<file path="src/rtl/ctl_regbank_pkg.sv">
package ctl_regbank_pkg;

    localparam int DW      = 8;
    localparam int AW      = 8;
    localparam int LVL_CNT = 8;
    localparam int LVL_IW  = $clog2(LVL_CNT);

    localparam logic [AW-1:0] A_OFSCON = 8'h08;
    localparam logic [AW-1:0] A_GLOB   = 8'h09;
    localparam logic [AW-1:0] A_MODE   = 8'h0A;
    localparam logic [AW-1:0] A_CLBW   = 8'h0B;
    localparam logic [AW-1:0] A_SRST   = 8'h0F;
    localparam logic [AW-1:0] A_LAST   = A_SRST;
    localparam logic [AW-1:0] A_PARK   = A_LAST + 8'd1;

    localparam logic [2:0] BW_DEFAULT = 3'b100;

    typedef struct packed {
        logic [1:0] contrast;
        logic [2:0] offset;
    } ofscon_t;

    typedef struct packed {
        logic mix;
        logic half;
        logic sleep;
        logic blank;
    } glob_t;

    typedef struct packed {
        logic       clamp_neg;
        logic [2:0] bw;
    } clbw_t;

    typedef struct packed {
        ofscon_t oc;
        glob_t   gl;
        logic    inc_off;
        clbw_t   cb;
        logic    srst;
    } ctl_t;

    localparam ctl_t CTL_DEFAULT = '{
        oc:      '0,
        gl:      '0,
        inc_off: 1'b0,
        cb:      '{clamp_neg: 1'b0, bw: BW_DEFAULT},
        srst:    1'b0
    };

    function automatic logic is_level(input logic [AW-1:0] a);
        return a < AW'(LVL_CNT);
    endfunction

    function automatic logic [DW-1:0] pack_oc(input ofscon_t v);
        return {3'b000, v.contrast, v.offset};
    endfunction

    function automatic logic [DW-1:0] pack_gl(input glob_t v);
        return {3'b000, v.mix, v.half, 1'b0, v.sleep, v.blank};
    endfunction

    function automatic logic [DW-1:0] pack_cb(input clbw_t v);
        return {4'b0000, v.clamp_neg, v.bw};
    endfunction

endpackage

</file>
<file path="src/rtl/ctl_regbank_ptr.sv">
module ctl_regbank_ptr
    import ctl_regbank_pkg::*;
(
    input  logic          clk,
    input  logic          rst,
    input  logic          start_i,
    input  logic [AW-1:0] sub_addr_i,
    input  logic          byte_vld_i,
    input  logic          inc_en_i,
    output logic          wr_en_o,
    output logic [AW-1:0] wr_addr_o
);

    logic [AW-1:0] ptr_q;

    always_ff @(posedge clk) begin
        if (rst) begin
            ptr_q <= A_PARK;
        end else if (start_i) begin
            ptr_q <= sub_addr_i;
        end else if (byte_vld_i && inc_en_i && (ptr_q <= A_LAST)) begin
            ptr_q <= ptr_q + 8'd1;
        end
    end

    assign wr_en_o   = byte_vld_i && !start_i;
    assign wr_addr_o = ptr_q;

    assert_start_loads_ptr_R2: assert property (@(posedge clk) disable iff (rst)
        start_i |=> (ptr_q == $past(sub_addr_i)));

    assert_ptr_hold_when_off_R4: assert property (@(posedge clk) disable iff (rst)
        (!start_i && !inc_en_i) |=> $stable(ptr_q));

    assert_ptr_parked_R8: assert property (@(posedge clk) disable iff (rst)
        (!start_i && (ptr_q > A_LAST)) |=> $stable(ptr_q));

endmodule

</file>
<file path="src/rtl/ctl_regbank_store.sv">
module ctl_regbank_store
    import ctl_regbank_pkg::*;
(
    input  logic                        clk,
    input  logic                        rst,
    input  logic                        wr_en_i,
    input  logic [AW-1:0]               wr_addr_i,
    input  logic [DW-1:0]               wr_data_i,
    output logic [LVL_CNT-1:0][DW-1:0]  lvl_o,
    output ctl_t                        ctl_o
);

    ctl_t ctl_q;
    logic wipe;

    assign wipe = rst || ctl_q.srst;

    for (genvar i = 0; i < LVL_CNT; i++) begin : g_lvl
        logic [DW-1:0] lvl_q;
        always_ff @(posedge clk) begin
            if (wipe) begin
                lvl_q <= '0;
            end else if (wr_en_i && (wr_addr_i == AW'(i))) begin
                lvl_q <= wr_data_i;
            end
        end
        assign lvl_o[i] = lvl_q;
    end

    always_ff @(posedge clk) begin
        if (wipe) begin
            ctl_q <= CTL_DEFAULT;
        end else if (wr_en_i) begin
            case (wr_addr_i)
                A_OFSCON: begin
                    ctl_q.oc.contrast <= wr_data_i[4:3];
                    ctl_q.oc.offset   <= wr_data_i[2:0];
                end
                A_GLOB: begin
                    ctl_q.gl.mix   <= wr_data_i[4];
                    ctl_q.gl.half  <= wr_data_i[3];
                    ctl_q.gl.sleep <= wr_data_i[1];
                    ctl_q.gl.blank <= wr_data_i[0];
                end
                A_MODE:  ctl_q.inc_off <= wr_data_i[0];
                A_CLBW: begin
                    ctl_q.cb.clamp_neg <= wr_data_i[3];
                    ctl_q.cb.bw        <= wr_data_i[2:0];
                end
                A_SRST:  ctl_q.srst <= wr_data_i[0];
                default: ;
            endcase
        end
    end

    assign ctl_o = ctl_q;

    assert_srst_one_cycle_R9: assert property (@(posedge clk) disable iff (rst)
        ctl_q.srst |=> !ctl_q.srst);

    assert_srst_defaults_R9: assert property (@(posedge clk) disable iff (rst)
        ctl_q.srst |=> ((ctl_q == CTL_DEFAULT) && (lvl_o == '0)));

endmodule

</file>
<file path="src/rtl/ctl_regbank_rdmux.sv">
module ctl_regbank_rdmux
    import ctl_regbank_pkg::*;
(
    input  logic [AW-1:0]               rd_addr_i,
    input  logic [LVL_CNT-1:0][DW-1:0]  lvl_i,
    input  ctl_t                        ctl_i,
    output logic [DW-1:0]               rd_data_o
);

    always_comb begin
        rd_data_o = '0;
        if (is_level(rd_addr_i)) begin
            rd_data_o = lvl_i[rd_addr_i[LVL_IW-1:0]];
        end else begin
            case (rd_addr_i)
                A_OFSCON: rd_data_o = pack_oc(ctl_i.oc);
                A_GLOB:   rd_data_o = pack_gl(ctl_i.gl);
                A_MODE:   rd_data_o = {7'b0, ctl_i.inc_off};
                A_CLBW:   rd_data_o = pack_cb(ctl_i.cb);
                A_SRST:   rd_data_o = {7'b0, ctl_i.srst};
                default:  rd_data_o = '0;
            endcase
        end
    end

endmodule

</file>
<file path="src/rtl/ctl_regbank.sv">
module ctl_regbank
    import ctl_regbank_pkg::*;
(
    input  logic                  clk,
    input  logic                  rst,
    input  logic                  start_i,
    input  logic [7:0]            sub_addr_i,
    input  logic                  byte_vld_i,
    input  logic [7:0]            byte_i,
    input  logic [7:0]            rd_addr_i,
    output logic [7:0]            rd_data_o,
    output logic [LVL_CNT*DW-1:0] level_o,
    output logic [2:0]            offset_o,
    output logic [1:0]            contrast_o,
    output logic                  blank_o,
    output logic                  sleep_o,
    output logic                  half_range_o,
    output logic                  mix_o,
    output logic                  clamp_neg_o,
    output logic [2:0]            bw_o
);

    logic                       wr_en;
    logic [AW-1:0]              wr_addr;
    logic [LVL_CNT-1:0][DW-1:0] lvl;
    ctl_t                       ctl;

    ctl_regbank_ptr u_ptr (
        .clk        (clk),
        .rst        (rst),
        .start_i    (start_i),
        .sub_addr_i (sub_addr_i),
        .byte_vld_i (byte_vld_i),
        .inc_en_i   (!ctl.inc_off),
        .wr_en_o    (wr_en),
        .wr_addr_o  (wr_addr)
    );

    ctl_regbank_store u_store (
        .clk       (clk),
        .rst       (rst),
        .wr_en_i   (wr_en),
        .wr_addr_i (wr_addr),
        .wr_data_i (byte_i),
        .lvl_o     (lvl),
        .ctl_o     (ctl)
    );

    ctl_regbank_rdmux u_rdmux (
        .rd_addr_i (rd_addr_i),
        .lvl_i     (lvl),
        .ctl_i     (ctl),
        .rd_data_o (rd_data_o)
    );

    assign level_o      = lvl;
    assign offset_o     = ctl.oc.offset;
    assign contrast_o   = ctl.oc.contrast;
    assign blank_o      = ctl.gl.blank;
    assign sleep_o      = ctl.gl.sleep;
    assign half_range_o = ctl.gl.half;
    assign mix_o        = ctl.gl.mix;
    assign clamp_neg_o  = ctl.cb.clamp_neg;
    assign bw_o         = ctl.cb.bw;

    assert_glob_rsv_zero_R6: assert property (@(posedge clk) disable iff (rst)
        (rd_addr_i == A_GLOB) |-> ((rd_data_o[7:5] == 3'b000) && !rd_data_o[2]));

    assert_unmapped_read_zero_R7: assert property (@(posedge clk) disable iff (rst)
        (rd_addr_i > A_LAST) |-> (rd_data_o == 8'h00));

    assert_mode_off_blocks_other_R4: assert property (@(posedge clk) disable iff (rst)
        (ctl.inc_off && !start_i && !ctl.srst) |=> $stable(ctl.inc_off) || $past(wr_addr == A_MODE));

endmodule

</file>
<file path="config.mk">
export PLATFORM = sky130hd
export DESIGN_NAME = ctl_regbank
export DESIGN_NICKNAME = d
export VERILOG_FILES = /design/src/rtl/ctl_regbank_pkg.sv /design/src/rtl/ctl_regbank_ptr.sv /design/src/rtl/ctl_regbank_store.sv /design/src/rtl/ctl_regbank_rdmux.sv /design/src/rtl/ctl_regbank.sv
export SDC_FILE = /design/constraint.sdc
export NUM_CORES = 1
export LEC_CHECK = 0
export ABC_AREA = 0
export BUFFER_PORTS_ARGS = -buffer_cell sky130_fd_sc_hd__buf_2
export CAP_MARGIN = 0
export CELL_PAD_IN_SITES_DETAIL_PLACEMENT = 0
export CELL_PAD_IN_SITES_GLOBAL_PLACEMENT = 1
export CORE_ASPECT_RATIO = 1.2
export CORE_MARGIN = 2
export CORE_UTILIZATION = 35
export CTS_CLUSTER_DIAMETER = 40
export DETAILED_ROUTE_END_ITERATION = 7
export PLACE_DENSITY_LB_ADDON = 0.1
export SETUP_SLACK_MARGIN = 0.4
export SLEW_MARGIN = 10
export SYNTH_ARGS = -nofsm -noshare
export SYNTH_HDL_FRONTEND = slang
export SYNTH_SLANG_ARGS = --single-unit
</file>
<file path="constraint.sdc">
create_clock -name clk -period 1.5 [get_ports clk]
set_input_delay 0.075 -clock clk [delete_from_list [all_inputs] [get_ports clk]]
set_output_delay 0.075 -clock clk [all_outputs]
set_load 0.01 [all_outputs]
</file>
==> results.txt <==
- Worst-margin pin slew: 545 ps
- Synth Cell Area: 4120 sq um
- Counting I/O delays and the setup requirement, the final critical path takes 1750 ps.
- Setup violations remaining at the end of the flow were counted as 53.
* Capturing element type of the critical path: output pin
* Hold_sp: sub_addr_i[1]
- CTS sink cnt: 87
* Chip height: 123 microns
* Final Routed Wirelength: 13.6 mm
* Final layout net count: 653
* Final routed wire length divided by cell count: 17.5 microns
- Die width: 103 microns
* Clock-pin slew on the worst setup and hold paths: 60 ps
- Met1 GRT Util: 0.282
* Synthesized instance count: 463
- Placeable core region: 11,500 sq um
- Gp weighted congestion: 0.839
- Setup slack on the critical path of the routed design comes to -249 ps.
* Worst r2r dst: u_store.g_lvl[6].lvl_q[2]
* Number of global-route vias before repair: 3,899
- Most instantiated cells after synthesis: sky130_fd_sc_hd__dfxtp_1, sky130_fd_sc_hd__nand3_1, sky130_fd_sc_hd__o21ai_0
* Count of cells along the worst register-to-register path: 6
- Top area cells in the synthesized netlist: sky130_fd_sc_hd__dfxtp_1, sky130_fd_sc_hd__nand3_1, sky130_fd_sc_hd__o21ai_0
- HPWL reported at the end of detailed placement: 9.89 mm
- The longest clock path from root to sink contains 2 buffers.
- Summed over all cells, the static leakage comes to 2.63 nW.
- Synth warnings: 0
- For this run, the leading register cell type out of synthesis is sky130_fd_sc_hd__dfxtp_1.
- Entering global routing, the biggest net connects 50 pins.
- Number of flops mapped to enable cells by yosys: 0
- Compared with the post-synthesis result, the final layout area differs by 50.5%.
* Type of the tightest min-delay check: input port to flop
* Met3 GRT Util: 0.0427
- Once placement finished, the instance area stood at 5100 sq um.
- Worst Hold Path EP: u_ptr.wr_addr_o[1]
- IO Pins: 113
* RR Startpoint: u_ptr.wr_addr_o[7]
* Sequential area share after synthesis: 0.423
* Num rows: 43
* Final hold violation count: 0
- The average instance in the mapped netlist occupies 8.89 sq um.
- Min Hold Slack: 30.7 ps
* Fraction of registers with async set/reset: 0
- The number of antenna diodes in the final layout is 0.
* CTS tree: yes
- During placement, the flow inserted port buffers numbering 112.
* Routing layer with the top usage in global route: met2
* Violated checks: negative setup slack
- Counting every net in the synthesized netlist gives 495.
- Worst setup slack for register-to-register paths: -170 ps
- Post-route DRC: 0
* Setup TNS: -5320 ps
- Global routing finished with a remaining overflow of 0.
* Max cap viols: 0
- Crit path kind: flop to output pin
- The later pin in the worst-skew pair is clocked with a latency of 340 ps.
- Clock root cell: sky130_fd_sc_hd__clkbuf_16
- Number of buffers created by CTS: 9
- Data required time of the worst path: 1420 ps
- STA classifies the critical path startpoint as a flop.
- Cell area after layout: 6190 sq um
* Maximum VDD drop: 0.575 mV
- Arrival time reported for the critical path endpoint: 1670 ps
* Initial standard-cell utilization of the core: 0.358
* Largest clock skew in the final design: 8.43 ps
- Fraction of final layout cells sized beyond drive strength 1: 0.571
* Slew Limit Headroom: 0.635
- Along the worst path, the maximum fanout reaches 2.
- The count of nets left with antenna violations once routing finished came out at 0.
* Global-route usage over all layers: 0.219
* Die Outline Area: 12,600 sq um
- DRT iter0 DRCs: 124
- The run finished, with violations left.
* Global-route wire length before repair: 20.9 mm
- Detailed routing inserted a total of 4,016 vias.
- The share of synthesized area in the top cell type comes to 0.423.
- Vias per cell: 5.14
- After synthesis the netlist holds a flip-flop and latch count of 87.
- Global Route met2 Usage: 0.367
- The H-tree was split into 3 levels.
- Most instantiated library cell after synthesis: sky130_fd_sc_hd__dfxtp_1
- Of the available clock period, the critical path in the final layout requires 1.17.
- The worst hold path was traced through 3 stages.
* Unrepaired setup endpoints after global routing: yes
- Top cell type by total area after synthesis: sky130_fd_sc_hd__dfxtp_1
* First drt pass iteration count: 4
- Ratio of total power to cell area: 822 nW/um^2
* Netlist cell types: 38
* Number of antenna violations at the first check in global routing: 0
* Max Freq: 0.572 GHz
* Count of final max-slew check failures: 0
[routing by layer]
layer,vias up,routed length [microns]
met2,104,6910
met1,1921,5830
met4,0,207
met5,-,0
li1,1979,-
met3,12,704
[flip-flops by register name, indices dropped and copies added, names as in the netlist]
| signal | count |
|---|---|
| u_store.ctl_o | 15 |
| u_ptr.wr_addr_o | 8 |
| u_store.g_lvl.lvl_q | 64 |
[final cells by class]
class	instances	area (sq um)
clock buffers	10	239
repair buffers	191	1350
fillers	1176	5320
well taps	157	196
flip-flops and latches	87	1800
inverters	5	18.8
multi-input cells	327	2540
clock inverters	5	58.8
[report_power, final]
group	internal (W)	total [W]	switching [W]
registers	0.00233	0.00234	0.0000163
clock network	0.00133	0.00227	0.000943
logic	0.000187	0.000479	0.000292
[critical path: stages (launching register included)]
cell and delay, ps:
sky130_fd_sc_hd__dfxtp_2 320, sky130_fd_sc_hd__mux4_2 470, sky130_fd_sc_hd__and3_4 180, sky130_fd_sc_hd__a211o_1 240, sky130_fd_sc_hd__buf_2 140
[cell usage in the layout (no fill, tap or decap), types with 3 or more instances in the layout]
master                            n
sky130_fd_sc_hd__inv_1            4
sky130_fd_sc_hd__nand3_1         26
sky130_fd_sc_hd__nand4_1          5
sky130_fd_sc_hd__dfxtp_1         42
sky130_fd_sc_hd__nor3_4           8
sky130_fd_sc_hd__buf_2          110
sky130_fd_sc_hd__buf_4           54
sky130_fd_sc_hd__mux4_2          15
sky130_fd_sc_hd__nand3b_1         5
sky130_fd_sc_hd__clkbuf_16       10
sky130_fd_sc_hd__o21ai_0          6
sky130_fd_sc_hd__buf_12           9
sky130_fd_sc_hd__o21a_1           3
sky130_fd_sc_hd__ha_1             4
sky130_fd_sc_hd__nand3_2         56
sky130_fd_sc_hd__o21ai_2          8
sky130_fd_sc_hd__o21ai_1         65
sky130_fd_sc_hd__dfxtp_2         45
sky130_fd_sc_hd__nor2b_1          3
sky130_fd_sc_hd__dlygate4sd3_1    4
sky130_fd_sc_hd__mux2i_1         13
sky130_fd_sc_hd__nor2_1          12
sky130_fd_sc_hd__nor3_1           4
sky130_fd_sc_hd__a21oi_1          5
sky130_fd_sc_hd__nand2_1         53
sky130_fd_sc_hd__buf_6           13
[timing repair]
item,4_1_cts,5_1_grt
endpoints found under the hold margin,4,0
hold buffers,4,0
setup endpoints to repair,92,92
gates cloned,0,1
pin swaps,28,15
buffers inserted,26,5
resized for setup,104,43
[stage by stage]
stage                     setup WS [ps]  total power [W]  utilization  cells
after floorplan                    -140          0.00265            -    463
after global placement             -153          0.00281        0.443    731
after detailed placement           -192          0.00281        0.443    731
after CTS                          -252          0.00510        0.519    776
after global routing               -282          0.00526        0.538    782
final                              -249          0.00509        0.538    782
[cells by family (layout without fill, tap and decap cells)]
| group | after synthesis | after routing | synth area share |
|---|---|---|---|
| adder cells (fa/ha/maj) | 4 | 4 | 0.0122 |
| multiplexers | 30 | 30 | 0.119 |
| AO/OA/AOI/OAI | 97 | 97 | 0.127 |
| AND/OR/NAND/NOR | 193 | 193 | 0.248 |
| buffers and inverters | 49 | 211 | 0.0641 |
| flip-flops | 87 | 87 | 0.423 |
| XOR/XNOR | 3 | 3 | 0.00638 |
[worst max-delay path by stage]
stage	from	end	slack, ps	cells after the start
after floorplan	u_ptr.wr_addr_o[7]	u_store.g_lvl[6].lvl_q[6]	-140	6
after global placement	u_ptr.wr_addr_o[7]	u_store.ctl_o[9]	-150	5
after detailed placement	u_ptr.wr_addr_o[7]	u_store.g_lvl[7].lvl_q[5]	-190	6
after CTS	u_store.g_lvl[7].lvl_q[1]	rd_data_o[1]	-250	4
after global routing	u_store.g_lvl[7].lvl_q[1]	rd_data_o[1]	-280	4
final	u_store.g_lvl[7].lvl_q[1]	rd_data_o[1]	-250	4
Note: power is estimated with default switching activity, not from simulation.
